<file path="src/rtl/dbn_pkg.sv">
package dbn_pkg;

    localparam int unsigned FLD_EN_BIT   = 0;
    localparam int unsigned FLD_RST_BIT  = 1;
    localparam int unsigned FLD_CODE_LSB = 4;
    localparam int unsigned FLD_W        = 8;
    localparam int unsigned LANES        = 4;
    localparam int unsigned MAX_SHIFT    = 9;

    typedef enum logic [1:0] {
        WIN_NONE = 2'd0,
        WIN_VIEW = 2'd1,
        WIN_SET  = 2'd2,
        WIN_CLR  = 2'd3
    } dbn_win_e;

    // Tick target for a 3-bit time code; code 7 saturates to code 6.
    function automatic int unsigned code_ticks(input logic [2:0] code,
                                               input int unsigned base);
        case (code)
            3'd0:    return base;
            3'd1:    return base * 2;
            3'd7:    return base << MAX_SHIFT;
            default: return base << (int'(code) + 3);
        endcase
    endfunction

endpackage

</file>
<file path="src/rtl/dbn_tick_gen.sv">
module dbn_tick_gen #(
    parameter int unsigned PRESCALE = 7812
) (
    input  logic clk,
    input  logic rst_n,
    output logic tick
);
    localparam int unsigned CW = (PRESCALE > 1) ? $clog2(PRESCALE) : 1;

    typedef struct packed {
        logic [CW-1:0] cnt;
        logic          tick;
    } tg_state_t;

    tg_state_t st_d, st_q;

    always_comb begin
        st_d = st_q;
        st_d.tick = (st_q.cnt == CW'(PRESCALE - 1));
        if (st_q.cnt == CW'(PRESCALE - 1)) begin
            st_d.cnt = '0;
        end else begin
            st_d.cnt = st_q.cnt + 1'b1;
        end
    end

    always_ff @(posedge clk or negedge rst_n) begin
        if (!rst_n) st_q <= '0;
        else        st_q <= st_d;
    end

    assign tick = st_q.tick;

endmodule

</file>
<file path="src/rtl/dbn_ctrl_regs.sv">
module dbn_ctrl_regs #(
    parameter int unsigned DB_CNT    = 16,
    parameter logic [11:0] VIEW_BASE = 12'h500,
    parameter logic [11:0] SET_BASE  = 12'h600,
    parameter logic [11:0] CLR_BASE  = 12'h700
) (
    input  logic                   clk,
    input  logic                   rst_n,
    input  logic                   bus_wr,
    input  logic [11:0]            bus_addr,
    input  logic [31:0]            bus_wdata,
    output logic [31:0]            bus_rdata,
    output logic [DB_CNT-1:0]      en,
    output logic [DB_CNT-1:0][2:0] code,
    output logic [DB_CNT-1:0]      restart
);
    import dbn_pkg::*;

    localparam int unsigned NWORDS = (DB_CNT + LANES - 1) / LANES;

    typedef struct packed {
        logic [DB_CNT-1:0]      en;
        logic [DB_CNT-1:0][2:0] code;
        logic [DB_CNT-1:0]      rst;
    } rg_state_t;

    rg_state_t st_d, st_q;
    dbn_win_e  win;
    logic [5:0] widx;
    logic       unused_bits;

    assign widx        = bus_addr[7:2];
    assign unused_bits = ^{bus_addr[1:0], bus_wdata};

    always_comb begin
        if (bus_addr[11:8] == VIEW_BASE[11:8])      win = WIN_VIEW;
        else if (bus_addr[11:8] == SET_BASE[11:8])  win = WIN_SET;
        else if (bus_addr[11:8] == CLR_BASE[11:8])  win = WIN_CLR;
        else                                        win = WIN_NONE;
    end

    always_comb begin
        logic [7:0] fld;
        st_d     = st_q;
        st_d.rst = '0;
        fld      = '0;
        if (bus_wr && (widx < 6'(NWORDS))) begin
            for (int ch = 0; ch < int'(DB_CNT); ch++) begin
                if (widx == 6'(ch / LANES)) begin
                    fld = bus_wdata[FLD_W*(ch % LANES) +: FLD_W];
                    if (win == WIN_SET) begin
                        st_d.en[ch]   = st_q.en[ch] | fld[FLD_EN_BIT];
                        st_d.code[ch] = st_q.code[ch] | fld[FLD_CODE_LSB +: 3];
                        st_d.rst[ch]  = fld[FLD_RST_BIT];
                    end else if (win == WIN_CLR) begin
                        st_d.en[ch]   = st_q.en[ch] & ~fld[FLD_EN_BIT];
                        st_d.code[ch] = st_q.code[ch] & ~fld[FLD_CODE_LSB +: 3];
                    end
                end
            end
        end
    end

    always_comb begin
        bus_rdata = '0;
        if ((win == WIN_VIEW) && (widx < 6'(NWORDS))) begin
            for (int ch = 0; ch < int'(DB_CNT); ch++) begin
                if (widx == 6'(ch / LANES)) begin
                    bus_rdata[FLD_W*(ch % LANES) +: FLD_W] =
                        {1'b0, st_q.code[ch], 2'b00, 1'b0, st_q.en[ch]};
                end
            end
        end
    end

    always_ff @(posedge clk or negedge rst_n) begin
        if (!rst_n) st_q <= '0;
        else        st_q <= st_d;
    end

    assign en      = st_q.en;
    assign code    = st_q.code;
    assign restart = st_q.rst;

endmodule

</file>
<file path="src/rtl/dbn_chan.sv">
module dbn_chan #(
    parameter int unsigned BASE_TICKS = 16
) (
    input  logic       clk,
    input  logic       rst_n,
    input  logic       tick,
    input  logic       sync_in,
    input  logic       en,
    input  logic [2:0] code,
    input  logic       restart,
    output logic       filt
);
    import dbn_pkg::*;

    localparam int unsigned MAX_TICKS = BASE_TICKS << MAX_SHIFT;
    localparam int unsigned CNT_W     = $clog2(MAX_TICKS + 1);

    typedef struct packed {
        logic             prev;
        logic             out;
        logic [CNT_W-1:0] cnt;
    } ch_state_t;

    ch_state_t      st_d, st_q;
    logic [CNT_W:0] cnt_inc;
    logic [CNT_W:0] target;

    assign cnt_inc = {1'b0, st_q.cnt} + 1'b1;
    assign target  = (CNT_W + 1)'(code_ticks(code, BASE_TICKS));

    always_comb begin
        st_d      = st_q;
        st_d.prev = sync_in;
        if (!en) begin
            st_d.out = sync_in;
            st_d.cnt = '0;
        end else if (restart || (sync_in != st_q.prev) || (sync_in == st_q.out)) begin
            st_d.cnt = '0;
        end else if (tick) begin
            if (cnt_inc >= target) begin
                st_d.out = sync_in;
                st_d.cnt = '0;
            end else begin
                st_d.cnt = cnt_inc[CNT_W-1:0];
            end
        end
    end

    always_ff @(posedge clk or negedge rst_n) begin
        if (!rst_n) st_q <= '0;
        else        st_q <= st_d;
    end

    assign filt = en ? st_q.out : sync_in;

endmodule

</file>
<file path="src/rtl/dbn_filter_bank.sv">
module dbn_filter_bank #(
    parameter int unsigned NUM_CH     = 32,
    parameter int unsigned DB_CNT     = 16,
    parameter int unsigned PRESCALE   = 7812,
    parameter int unsigned BASE_TICKS = 16
) (
    input  logic              clk,
    input  logic              rst_n,
    input  logic [NUM_CH-1:0] irq_in,
    output logic [NUM_CH-1:0] irq_out,
    input  logic              bus_wr,
    input  logic [11:0]       bus_addr,
    input  logic [31:0]       bus_wdata,
    output logic [31:0]       bus_rdata
);
    typedef struct packed {
        logic [NUM_CH-1:0] s1;
        logic [NUM_CH-1:0] s2;
    } sy_state_t;

    sy_state_t sy_d, sy_q;
    logic                   tick;
    logic [DB_CNT-1:0]      ctl_en;
    logic [DB_CNT-1:0][2:0] ctl_code;
    logic [DB_CNT-1:0]      ctl_restart;

    always_comb begin
        sy_d    = sy_q;
        sy_d.s1 = irq_in;
        sy_d.s2 = sy_q.s1;
    end

    always_ff @(posedge clk or negedge rst_n) begin
        if (!rst_n) sy_q <= '0;
        else        sy_q <= sy_d;
    end

    dbn_tick_gen #(.PRESCALE(PRESCALE)) tick_i (
        .clk  (clk),
        .rst_n(rst_n),
        .tick (tick)
    );

    dbn_ctrl_regs #(.DB_CNT(DB_CNT)) regs_i (
        .clk      (clk),
        .rst_n    (rst_n),
        .bus_wr   (bus_wr),
        .bus_addr (bus_addr),
        .bus_wdata(bus_wdata),
        .bus_rdata(bus_rdata),
        .en       (ctl_en),
        .code     (ctl_code),
        .restart  (ctl_restart)
    );

    for (genvar ch = 0; ch < int'(NUM_CH); ch++) begin : g_ch
        if (ch < int'(DB_CNT)) begin : g_filt
            dbn_chan #(.BASE_TICKS(BASE_TICKS)) chan_i (
                .clk    (clk),
                .rst_n  (rst_n),
                .tick   (tick),
                .sync_in(sy_q.s2[ch]),
                .en     (ctl_en[ch]),
                .code   (ctl_code[ch]),
                .restart(ctl_restart[ch]),
                .filt   (irq_out[ch])
            );
        end else begin : g_pass
            assign irq_out[ch] = sy_q.s2[ch];
        end
    end

endmodule

</file>
<file path="config.mk">
export PLATFORM = sky130hd
export DESIGN_NAME = dbn_filter_bank
export DESIGN_NICKNAME = d
export VERILOG_FILES = /design/src/rtl/dbn_pkg.sv /design/src/rtl/dbn_tick_gen.sv /design/src/rtl/dbn_ctrl_regs.sv /design/src/rtl/dbn_chan.sv /design/src/rtl/dbn_filter_bank.sv
export SDC_FILE = /design/constraint.sdc
export NUM_CORES = 1
export LEC_CHECK = 0
export BUFFER_PORTS_ARGS = -buffer_cell sky130_fd_sc_hd__buf_2
export CAP_MARGIN = 20
export CORE_UTILIZATION = 35
export CTS_CLUSTER_SIZE = 14
export DETAILED_ROUTE_END_ITERATION = 16
export GPL_TIMING_DRIVEN = 0
export PLACE_DENSITY_LB_ADDON = 0.3
export SLEW_MARGIN = 40
export SYNTH_ARGS = -nofsm -noshare
export SYNTH_HDL_FRONTEND = slang
export SYNTH_SLANG_ARGS = --single-unit
</file>
<file path="constraint.sdc">
create_clock -name clk -period 3.8 [get_ports clk]
set_clock_uncertainty 0.2 [all_clocks]
set_input_delay 0.76 -clock clk [delete_from_list [all_inputs] [get_ports clk]]
set_output_delay 0.76 -clock clk [all_outputs]
set_load 0.03 [all_outputs]
</file>
==> impl_metrics.toml <==
[cells_and_area]
instances_no_fill = 3860
final_common_cell = "dfrtp_1"
final_cell_mix = "dfrtp_1, nand2_1, ha_1, nor2_1, nand3_1"
multi_input_area_sq_um = 14300
fillCellCount = 7132
drive_gt1_share_pct = 13.6
regArea_sq_um = 10400
nets = 3139
stdcell_area_sq_um = 29300
syn_to_final_growth_pct = 16.3

[pwr]
power.share.clock_pct = 50.2
peakVddDrop_uv = 325
p_comb_share_pct = 5.9
seq_power_share_pct = 43.9
finalPower_mw = 10.3
switching_share_pct = 24.2
power.leakage_nw = 13.3
intPower_mw = 7.84
power_switching_mw = 2.51
power.density_nw_per_um2 = 353

[logic_synthesis]
seq_area_frac_synth_pct = 41.1
netlist_area_sq_um = 25200
ys_seq_elements = 414
synth_edf_count = 0
synthFlopType = "dfrtp_1"
async_flop_share_pct = 100
ys_types = 75
netlist_instances = 2625
yosysWarnings = 0
avgSynthCellArea_sq_um = 9.61

[timing]
fin_crit_sh_pct = 98.0
fin_tns_setup_ns = 0
relSlewSlack_pct = 47.9
finalSetupViolations = 0
final-max-slew-violation-count = 0
fmax_mhz = 268
hold_viol = 0
worstMarginPinSlew_ns = 0.781
rsz0062_at_grt = "false"
period_minus_slack_ns = 3.73
fin_ws_ns = 0.0750

[grt]
antenna_found_initial = 13
grt_pass1_vias = 19400
grt_pass1_wl_um = 106000
track_usage_pct = 17.7
grt_max_degree = 76
overflow = 0

[run_status]
status = "finished, final reports clean"

[critical_path]
r2r-end = "g_ch[12].g_filt.chan_i.st_q[6]$_DFFE_PN0P_"
cp_max_fo = 10
r2r_start = "g_ch[12].g_filt.chan_i.st_q[0]$_DFFE_PN0P_"
critPathKind = "in2out"
endpoint = "bus_rdata[14]"
reg2reg_slack_ns = 0.26
cp-startpoint = "bus_addr[7]"
crit_required_ns = 2.84
endpoint_kind = "output pin"
reg2reg_depth = 13
worstSetupStartpointType = "primary input"
crit_arrival_ns = 2.77

[place]
gp_congestion = 0.826
io_buffers = 103
hpwl_um = 47700
numPlacedInstances = 3764
placedInstanceArea_sq_um = 27500
post-place-ws_ns = -0.358

[worst_hold_path]
hp-start = "irq_in[25]"
hold_class = "in2reg"

[clock_tree]
worst_skew_pair.late_latency_ns = 0.62
clockBufferDepth = 3
clk_pin_slew_worst_paths_ns = 0.06
cts-root-buf = "clkbuf_16"
numClockSinks = 414
htreeDepth = 2
cts_tree = "yes"
numCtsBuffers = 50

[detailed_routing]
antenna_left = 0
via_per_inst = 5.32
drc_errors = 0
drt_iter0_markers = 1441
wirelength_um = 65200
avgRoutedWirePerCell_um = 16.9
vias = 20600
drt_pass1_iterations = 5

[floorplan]
dieArea_sq_um = 73200
num_rows = 98
die_h_um = 270
coreArea_sq_um = 71400
die_x_um = 270
io_pins = 143
initial_core_util_pct = 35.3

[flow_run]
max_cap_violations = 0
==> logic make-up (layout without fill, tap and decap cells) <==
group                      after synthesis  in the layout  share of synthesized area [%]
AOI/OAI and AO/OA                      579            579                           16.5
xor gates and xnor gates               147            147                           5.10
adders and majority gates              193            193                           9.57
buffers and inverters                  201            407                           3.68
DFF                                    414            414                           41.1
muxes                                   67             67                           2.80
other                                    2             81                         0.0298
and+or+nand+nor                       1022           1022                           21.2
==> worst min path at each step <==
| stage | to | cells after the start |
|---|---|---|
| after global routing | sy_d[25]$_DFF_PN0_ | 1 |
| final | sy_d[25]$_DFF_PN0_ | 1 |
| after CTS | sy_d[1]$_DFF_PN0_ | 1 |
| after detailed placement | sy_q[5]$_DFF_PN0_ | 0 |
| after global placement | irq_out[25]$_DFF_PN0_ | 0 |
| after floorplan | irq_out[16]$_DFF_PN0_ | 0 |
==> cell usage after synthesis (22+ instances only) <==
| cell | count | area [sq um] |
|---|---|---|
| a21o_1 | 23 | 173 |
| a21oi_1 | 112 | 561 |
| a22o_1 | 56 | 490 |
| a31oi_1 | 71 | 444 |
| a32o_1 | 70 | 701 |
| and3_1 | 38 | 238 |
| buf_2 | 30 | 150 |
| buf_4 | 35 | 263 |
| clkbuf_1 | 79 | 297 |
| dfrtp_1 | 414 | 10400 |
| ha_1 | 193 | 2410 |
| inv_1 | 54 | 203 |
| mux2_2 | 27 | 304 |
| mux2i_1 | 39 | 390 |
| nand2_1 | 279 | 1050 |
| nand2b_1 | 22 | 138 |
| nand3_1 | 140 | 701 |
| nand3b_1 | 32 | 240 |
| nand4_1 | 70 | 438 |
| nor2_1 | 184 | 691 |
| nor2b_1 | 31 | 194 |
| nor3_1 | 42 | 210 |
| o211ai_1 | 38 | 285 |
| o21ai_0 | 76 | 380 |
| or2_2 | 34 | 213 |
| or3_1 | 24 | 150 |
| or3b_2 | 22 | 193 |
| xnor2_1 | 93 | 815 |
| xor2_1 | 54 | 473 |
==> worst max-delay path, cell delays in order <==
cell and delay [ns]:
buf_2 0.11, nor4_4 0.44, and3_1 0.45, clkbuf_4 0.34, a22oi_1 0.13, nor2_2 0.27
buf_2 0.26
==> area by class of cell <==
class / count / area share [%]
multi-input cells: 2088 / 48.8
flip-flops and latches: 414 / 35.3
clock buffers: 68 / 4.90
well taps: 950 / 4.05
repair buffers: 113 / 2.52
plain buffers: 146 / 2.50
clock inverters: 26 / 1.25
inverters: 54 / 0.691
diodes: 1 / 0.00853
==> through the flow <==
| step | util, % | hold slack (ns) |
|---|---|---|
| 2_1_floorplan | - | 0.131 |
| 3_3_place_gp | 38.1 | 0.132 |
| 3_5_place_dp | 38.5 | 0.135 |
| 4_1_cts | 41.0 | 0.0115 |
| 5_1_grt | 41.1 | 0.0146 |
| 6_report | 41.1 | 0.0496 |
==> layer usage <==
metal / track usage (%) / vias up / wire (um) / part of all wire, %
met5: 0 / - / 95 / 0.15
met4: 3.98 / 14 / 1140 / 1.7
met1: 24.9 / 9887 / 30900 / 47
met2: 27.4 / 418 / 28900 / 44
met3: 4.26 / 86 / 4100 / 6.3
li1: - / 10100 / - / -
==> power by group through the flow <==
stage | registers (mW) | clock network (mW) | logic [mW]
6_report | 4.54 | 5.19 | 0.613
5_1_grt | 4.55 | 5.54 | 0.684
4_1_cts | 4.54 | 5.34 | 0.618
3_5_place_dp | 4.62 | 0 | 0.613
3_3_place_gp | 4.62 | 0 | 0.581
2_1_floorplan | 4.61 | 0 | 0.333
==> timing repair <==
action | in CTS | in global routing
pin swaps | 1 | 0
setup endpoints to repair | 13 | 44
hold endpoints to repair | 39 | 0
buffers inserted | 1 | 0
hold buffers | 1 | 0
gates resized for setup | 7 | 15
(Power assumes the default switching activity.)
